[config.mk]
export PLATFORM = sky130hd
export DESIGN_NAME = irq_ctrl
export DESIGN_NICKNAME = d
export VERILOG_FILES = /design/src/rtl/irq_ctrl_pkg.sv /design/src/rtl/irq_pending.sv /design/src/rtl/irq_prio_enc.sv /design/src/rtl/irq_hold_timer.sv /design/src/rtl/irq_ctrl.sv
export SDC_FILE = /design/constraint.sdc
export NUM_CORES = 1
export LEC_CHECK = 0
export BUFFER_PORTS_ARGS = -buffer_cell sky130_fd_sc_hd__buf_2
export CAP_MARGIN = 0
export CORE_MARGIN = 10
export CORE_UTILIZATION = 45
export CTS_BUF_LIST = sky130_fd_sc_hd__clkbuf_2 sky130_fd_sc_hd__clkbuf_4 sky130_fd_sc_hd__clkbuf_8
export CTS_CLUSTER_DIAMETER = 150
export CTS_CLUSTER_SIZE = 14
export DETAILED_ROUTE_END_ITERATION = 10
export PLACE_DENSITY = 0.68
export SLEW_MARGIN = 20
export SYNTH_ARGS = -nofsm -noshare
export SYNTH_HDL_FRONTEND = slang
export SYNTH_SLANG_ARGS = --single-unit
export TNS_END_PERCENT = 30
[constraint.sdc]
create_clock -name clk -period 4.2 [get_ports clk]
set_input_delay 0.63 -clock clk [delete_from_list [all_inputs] [get_ports clk]]
set_output_delay 0.63 -clock clk [all_outputs]
set_load 0.02 [all_outputs]
[src/rtl/irq_ctrl_pkg.sv]
package irq_ctrl_pkg;

  localparam int NFLAG  = 7;
  localparam int NGRP   = 6;
  localparam int CODE_W = 4;

  typedef enum logic [CODE_W-1:0] {
    SRC_NONE  = 4'd0,
    SRC_FWAKE = 4'd1,
    SRC_LIN   = 4'd2,
    SRC_VMON  = 4'd3,
    SRC_HS    = 4'd4,
    SRC_LS    = 4'd5,
    SRC_PIN   = 4'd6
  } src_code_e;

  // pending flag slots
  localparam int F_FWAKE = 0;
  localparam int F_LIN   = 1;
  localparam int F_VM_OV = 2;
  localparam int F_VM_NM = 3;  // under-voltage or regulator prewarning
  localparam int F_HS    = 4;
  localparam int F_LS    = 5;
  localparam int F_PIN   = 6;

  // mask register bit positions
  localparam int M_VM  = 0;
  localparam int M_LIN = 1;
  localparam int M_LS  = 2;
  localparam int M_HS  = 3;

  // expand a one-hot group grant into the flags that group owns
  function automatic logic [NFLAG-1:0] grp_to_flags(input logic [NGRP-1:0] g);
    logic [NFLAG-1:0] f;
    f          = '0;
    f[F_FWAKE] = g[0];
    f[F_LIN]   = g[1];
    f[F_VM_OV] = g[2];
    f[F_VM_NM] = g[2];
    f[F_HS]    = g[3];
    f[F_LS]    = g[4];
    f[F_PIN]   = g[5];
    return f;
  endfunction

endpackage

[src/rtl/irq_pending.sv]
module irq_pending #(
  parameter int N = 7
) (
  input  logic         clk,
  input  logic         rst_n,
  input  logic [N-1:0] set_i,
  input  logic [N-1:0] clr_i,
  output logic [N-1:0] flag_o
);

  for (genvar i = 0; i < N; i++) begin : g_flag
    always_ff @(posedge clk or negedge rst_n) begin
      if (!rst_n)        flag_o[i] <= 1'b0;
      else if (set_i[i]) flag_o[i] <= 1'b1;  // a new event wins over a clear
      else if (clr_i[i]) flag_o[i] <= 1'b0;
    end

    AST_SET_LATCHES: assert property (@(posedge clk) disable iff (!rst_n)
      set_i[i] |=> flag_o[i]);
    AST_CLR_DROPS: assert property (@(posedge clk) disable iff (!rst_n)
      (clr_i[i] && !set_i[i]) |=> !flag_o[i]);
  end

endmodule

[src/rtl/irq_prio_enc.sv]
module irq_prio_enc
  import irq_ctrl_pkg::*;
#(
  parameter int NG = NGRP
) (
  input  logic [NG-1:0]     pend_i,
  output logic [CODE_W-1:0] code_o,
  output logic [NG-1:0]     grant_o
);

  // slot 0 is the highest priority; its code is slot index + 1
  always_comb begin
    code_o  = '0;
    grant_o = '0;
    for (int i = NG - 1; i >= 0; i--) begin
      if (pend_i[i]) begin
        code_o     = CODE_W'(i + 1);
        grant_o    = '0;
        grant_o[i] = 1'b1;
      end
    end
  end

  always_comb begin
    assert ($onehot0(grant_o));
    assert ((code_o == '0) == (pend_i == '0));
  end

endmodule

[src/rtl/irq_hold_timer.sv]
module irq_hold_timer #(
  parameter int HOLD_CYC = 100
) (
  input  logic clk,
  input  logic rst_n,
  input  logic start_i,
  output logic busy_o
);

  localparam int CW = $clog2(HOLD_CYC + 1);

  logic [CW-1:0] cnt;

  always_ff @(posedge clk or negedge rst_n) begin
    if (!rst_n)          cnt <= '0;
    else if (start_i)    cnt <= CW'(HOLD_CYC);
    else if (cnt != '0)  cnt <= cnt - 1'b1;
  end

  assign busy_o = (cnt != '0);

  AST_HOLD_LOADS: assert property (@(posedge clk) disable iff (!rst_n)
    start_i |=> (cnt == CW'(HOLD_CYC)));
  AST_HOLD_COUNTS: assert property (@(posedge clk) disable iff (!rst_n)
    (busy_o && !start_i) |=> (cnt == $past(cnt) - 1'b1));

endmodule

[src/rtl/irq_ctrl.sv]
module irq_ctrl
  import irq_ctrl_pkg::*;
#(
  parameter int CLK_HZ  = 10_000_000,
  parameter int HOLD_US = 10
) (
  input  logic              clk,
  input  logic              rst_n,
  input  logic              bus_wr,
  input  logic              bus_rd,
  input  logic              bus_addr,
  input  logic [CODE_W-1:0] bus_wdata,
  output logic [CODE_W-1:0] bus_rdata,
  input  logic              ev_force_wake,
  input  logic              ev_lin,
  input  logic              ev_sup_ov,
  input  logic              ev_sup_uv,
  input  logic              ev_reg_otw,
  input  logic              ev_hs_ot,
  input  logic              ev_ls_ot,
  input  logic              ev_pin_wake,
  output logic              irq_n
);

  localparam int   HOLD_CYC = (CLK_HZ / 1_000_000) * HOLD_US;
  localparam logic ADDR_MASK = 1'b0;
  localparam logic ADDR_SRC  = 1'b1;

  logic [CODE_W-1:0] mask_q;
  logic [NFLAG-1:0]  set_v, clr_v, flag_q, en_v;
  logic [NGRP-1:0]   grp_pend, grant;
  logic [CODE_W-1:0] code;
  logic              ack, req, hold_busy, mask_wr, src_rd;

  assign mask_wr = bus_wr && (bus_addr == ADDR_MASK);
  assign src_rd  = bus_rd && (bus_addr == ADDR_SRC);

  always_comb begin
    set_v          = '0;
    set_v[F_FWAKE] = ev_force_wake;
    set_v[F_LIN]   = ev_lin;
    set_v[F_VM_OV] = ev_sup_ov;
    set_v[F_VM_NM] = ev_sup_uv | ev_reg_otw;
    set_v[F_HS]    = ev_hs_ot;
    set_v[F_LS]    = ev_ls_ot;
    set_v[F_PIN]   = ev_pin_wake;
  end

  // which flags may pull the interrupt line
  always_comb begin
    en_v          = '1;
    en_v[F_LIN]   = mask_q[M_LIN];
    en_v[F_VM_OV] = mask_q[M_VM];
    en_v[F_HS]    = mask_q[M_HS];
    en_v[F_LS]    = mask_q[M_LS];
  end

  assign grp_pend = {flag_q[F_PIN], flag_q[F_LS], flag_q[F_HS],
                     flag_q[F_VM_OV] | flag_q[F_VM_NM],
                     flag_q[F_LIN], flag_q[F_FWAKE]};

  irq_prio_enc #(.NG(NGRP)) u_enc (
    .pend_i (grp_pend),
    .code_o (code),
    .grant_o(grant)
  );

  assign ack   = src_rd && (code != '0);
  assign clr_v = ack ? grp_to_flags(grant) : '0;

  irq_pending #(.N(NFLAG)) u_pend (
    .clk   (clk),
    .rst_n (rst_n),
    .set_i (set_v),
    .clr_i (clr_v),
    .flag_o(flag_q)
  );

  irq_hold_timer #(.HOLD_CYC(HOLD_CYC)) u_hold (
    .clk    (clk),
    .rst_n  (rst_n),
    .start_i(ack),
    .busy_o (hold_busy)
  );

  always_ff @(posedge clk or negedge rst_n) begin
    if (!rst_n) begin
      mask_q    <= '1;
      bus_rdata <= '0;
    end else begin
      if (mask_wr) mask_q <= bus_wdata;
      if (mask_wr || src_rd) bus_rdata <= code;
      else if (bus_rd)       bus_rdata <= '0;
    end
  end

  assign req   = |(flag_q & en_v);
  assign irq_n = ~(req & ~hold_busy);

  AST_NO_SRC_NO_IRQ: assert property (@(posedge clk) disable iff (!rst_n)
    (code == '0) |-> irq_n);
  AST_UV_UNMASKED: assert property (@(posedge clk) disable iff (!rst_n)
    ev_sup_uv |=> (!irq_n || hold_busy));
  AST_ACK_RELEASES: assert property (@(posedge clk) disable iff (!rst_n)
    ack |=> irq_n);
  AST_WR_ECHO: assert property (@(posedge clk) disable iff (!rst_n)
    mask_wr |=> (bus_rdata == $past(code)));

endmodule

==> results.py <==
metrics = {
    "layout": {
        "areaGrowthSynthToFinish_pct": 14.8,
        "antenna_cells": 0,
        "fillers": 204,
        "drive_above_1_share": 0.306,
        "stdcell_count": 149,
        "nets": 141,
    },
    "global_route": {
        "grt_usage": 0.110,
        "antenna_found_initial": 0,
        "grt_max_degree": 22,
        "grt_pass1_vias": 875,
        "overflow": 0,
        "grt_pass1_wl_um": 3940,
    },
    "clock_tree": {
        "cts_buffers": 3,
        "cts_root_buf": "clkbuf_4",
        "clk_latency_ns": 0.31,
        "clk_pin_slew_ns": 0.13,
        "cts.repair.resized": 0,
        "hold_buffers": 0,
        "clkSinkCount": 21,
        "clk_path_buf_depth": 2,
        "cts_setup_buffers": 0,
        "cts_max_level": 1,
        "cts_tree": "yes",
    },
    "floorplanning": {
        "initial_core_util": 0.469,
        "die_w_um": 68.0,
        "die_area_um2": 4630,
        "core_region_area_um2": 2210,
        "rows": 17,
        "io_pins": 22,
        "die_y_um": 68.0,
    },
    "placement": {
        "place_ws_ns": 1.98,
        "hpwl_um": 1710,
        "gp_congestion": 0.835,
        "dp_cells": 145,
        "io_buffers": 20,
    },
    "timing": {
        "rsz0062_at_grt": "no",
        "worstMarginPinSlew_ns": 0.534,
        "timing.final.max_slew_violations": 0,
        "max_slew_margin": 0.643,
        "setup_ws_ns": 1.63,
        "setup_viol": 0,
        "period_share": 0.611,
        "tns_ns": 0,
        "fmax_mhz": 390,
        "finClkSkew_ns": 0.0127,
        "finalHoldViolCount": 0,
        "period_needed_ns": 2.57,
    },
    "synth": {
        "synth.area.top_cells": "dfrtp_1 41%, dfstp_2 10%, mux2_2 4.3%",
        "synth_edf_count": 0,
        "synth.most_common_cell": "dfrtp_1",
        "synth_top_area_frac": 0.410,
        "synthTopCellsByCount": "17 x dfrtp_1, 8 x nand2_1, 8 x o21ai_0",
        "synth_cells": 99,
        "synth_warnings": 0,
        "syn-num-nets": 118,
        "ys_ff_latch": 21,
        "async_reset_ff_frac": 1.00,
        "ys.flop_type": "dfrtp_1",
        "ys_seq_area_frac": 0.511,
        "avgSynthCellArea_um2": 10.5,
        "yosysTopAreaCell": "dfrtp_1",
        "syn_area_um2": 1040,
        "synthDistinctLibCells": 34,
    },
    "pwr": {
        "worst_ir_drop_vdd_uv": 257,
        "power_density_nw_per_um2": 402,
        "p_leak_nw": 0.493,
        "power_frac_seq": 0.576,
        "p_int_w": 0.000328,
        "pwr-share-clk": 0.208,
        "power.switching_w": 0.000150,
        "p_sw_frac": 0.314,
        "pwr-share-comb": 0.216,
        "total_power_w": 0.000479,
    },
    "setup_path": {
        "crit_path_max_fanout": 8,
        "critical_path_class": "reg -> out",
        "cp-start-kind": "flip-flop",
        "cp.arrival_ns": 1.94,
        "critPathCaptureType": "output pin",
        "worstPathRequired_ns": 3.57,
    },
    "route": {
        "drt_iter0_drc": 27,
        "drt_pass1_iterations": 4,
        "drt_wl_total_um": 2180,
        "drtAntennaViolNets": 0,
        "drc_errors": 0,
        "dr_total_vias": 811,
        "viasPerCell": 5.44,
        "wire_per_inst_um": 14.6,
    },
    "status": {
        "status": "complete, no violations",
    },
    "worst_hold_path": {
        "hold_path_class": "in -> async",
    },
    "flow_run": {
        "maxCapViolations": 0,
    },
}
==> power groups by stage <==
stage	registers, W	clock network [W]	logic (W)
after floorplan	0.000274	0	0.0000739
after global placement	0.000278	0	0.000101
after detailed placement	0.000280	0	0.000105
after CTS	0.000276	0.000105	0.000105
after global routing	0.000281	0.000113	0.000122
final	0.000275	0.0000997	0.000103
==> cells in the final DEF, fill, tap and decap left out, types with 4 or more instances in the layout <==
cell      instances
nor2_1            5
dfrtp_1          17
nand2_1           8
a21o_1            5
nor3_1            4
buf_2            20
a21oi_1           5
mux2_2            4
nand2b_1          5
o21ai_0           8
dfstp_2           4
==> kinds of logic after synthesis <==
group	share of synthesized area
muxes	0.0434
xor gates and xnor gates	0.00845
DFF	0.511
AOI/OAI and AO/OA	0.175
buffers and inverters	0.0217
other	0.00362
and+or+nand+nor	0.212
adders and majority gates	0.0241
==> critical path, cell delays in order, from the launching register on <==
cell,delay [ns]
dfrtp_1,0.43
nor4_2,0.38
nand3b_1,0.34
a31o_2,0.31
buf_2,0.15
==> flip-flops by register name, indices dropped and copies added (netlist names) <==
name           cells
bus_rdata          3
mask_q             4
u_hold.cnt         7
u_pend.flag_o      7
==> stage by stage <==
stage / instance area [um^2] / utilization / hold WS, ns
finish: 1190 / 0.538 / 0.247
global route: 1190 / 0.538 / 0.264
CTS: 1190 / 0.538 / 0.252
detailed placement: 1160 / 0.525 / 0.495
global placement: 1160 / 0.525 / 0.482
floorplan: 1040 / - / 0.334
==> final timing paths <==
check	cells past startpoint	slack (ns)	end	start
worst max-delay path	4	1.63	irq_n	u_hold.cnt[3]
worst min-delay path	1	0.25	u_hold.cnt[2]	rst_n
worst max register to register	6	2.58	u_hold.cnt[4]	u_hold.cnt[0]
worst min register to register	2	0.52	bus_rdata[1]	bus_rdata[1]
max in group asynchronous	1	3.61	mask_q[3]	rst_n
min in group clk	2	0.48	u_pend.flag_o[4]	ev_hs_ot
==> final cells by class <==
cell class              instances  area (um^2)  area share
flip-flops and latches         21          531       0.445
multi-input cells              73          484       0.407
repair buffers                 20          100      0.0840
well taps                      28         35.0      0.0294
clock buffers                   3         22.5      0.0189
inverters                       3         11.3     0.00945
clock inverters                 1         7.51     0.00630
==> per-layer routing <==
layer  routed length (um)  GRT usage
met3                  232     0.0571
met2                  946      0.167
met4                   25     0.0377
met1                  976      0.130
met5                    0          0
Note: power is estimated with default switching activity, not from simulation.
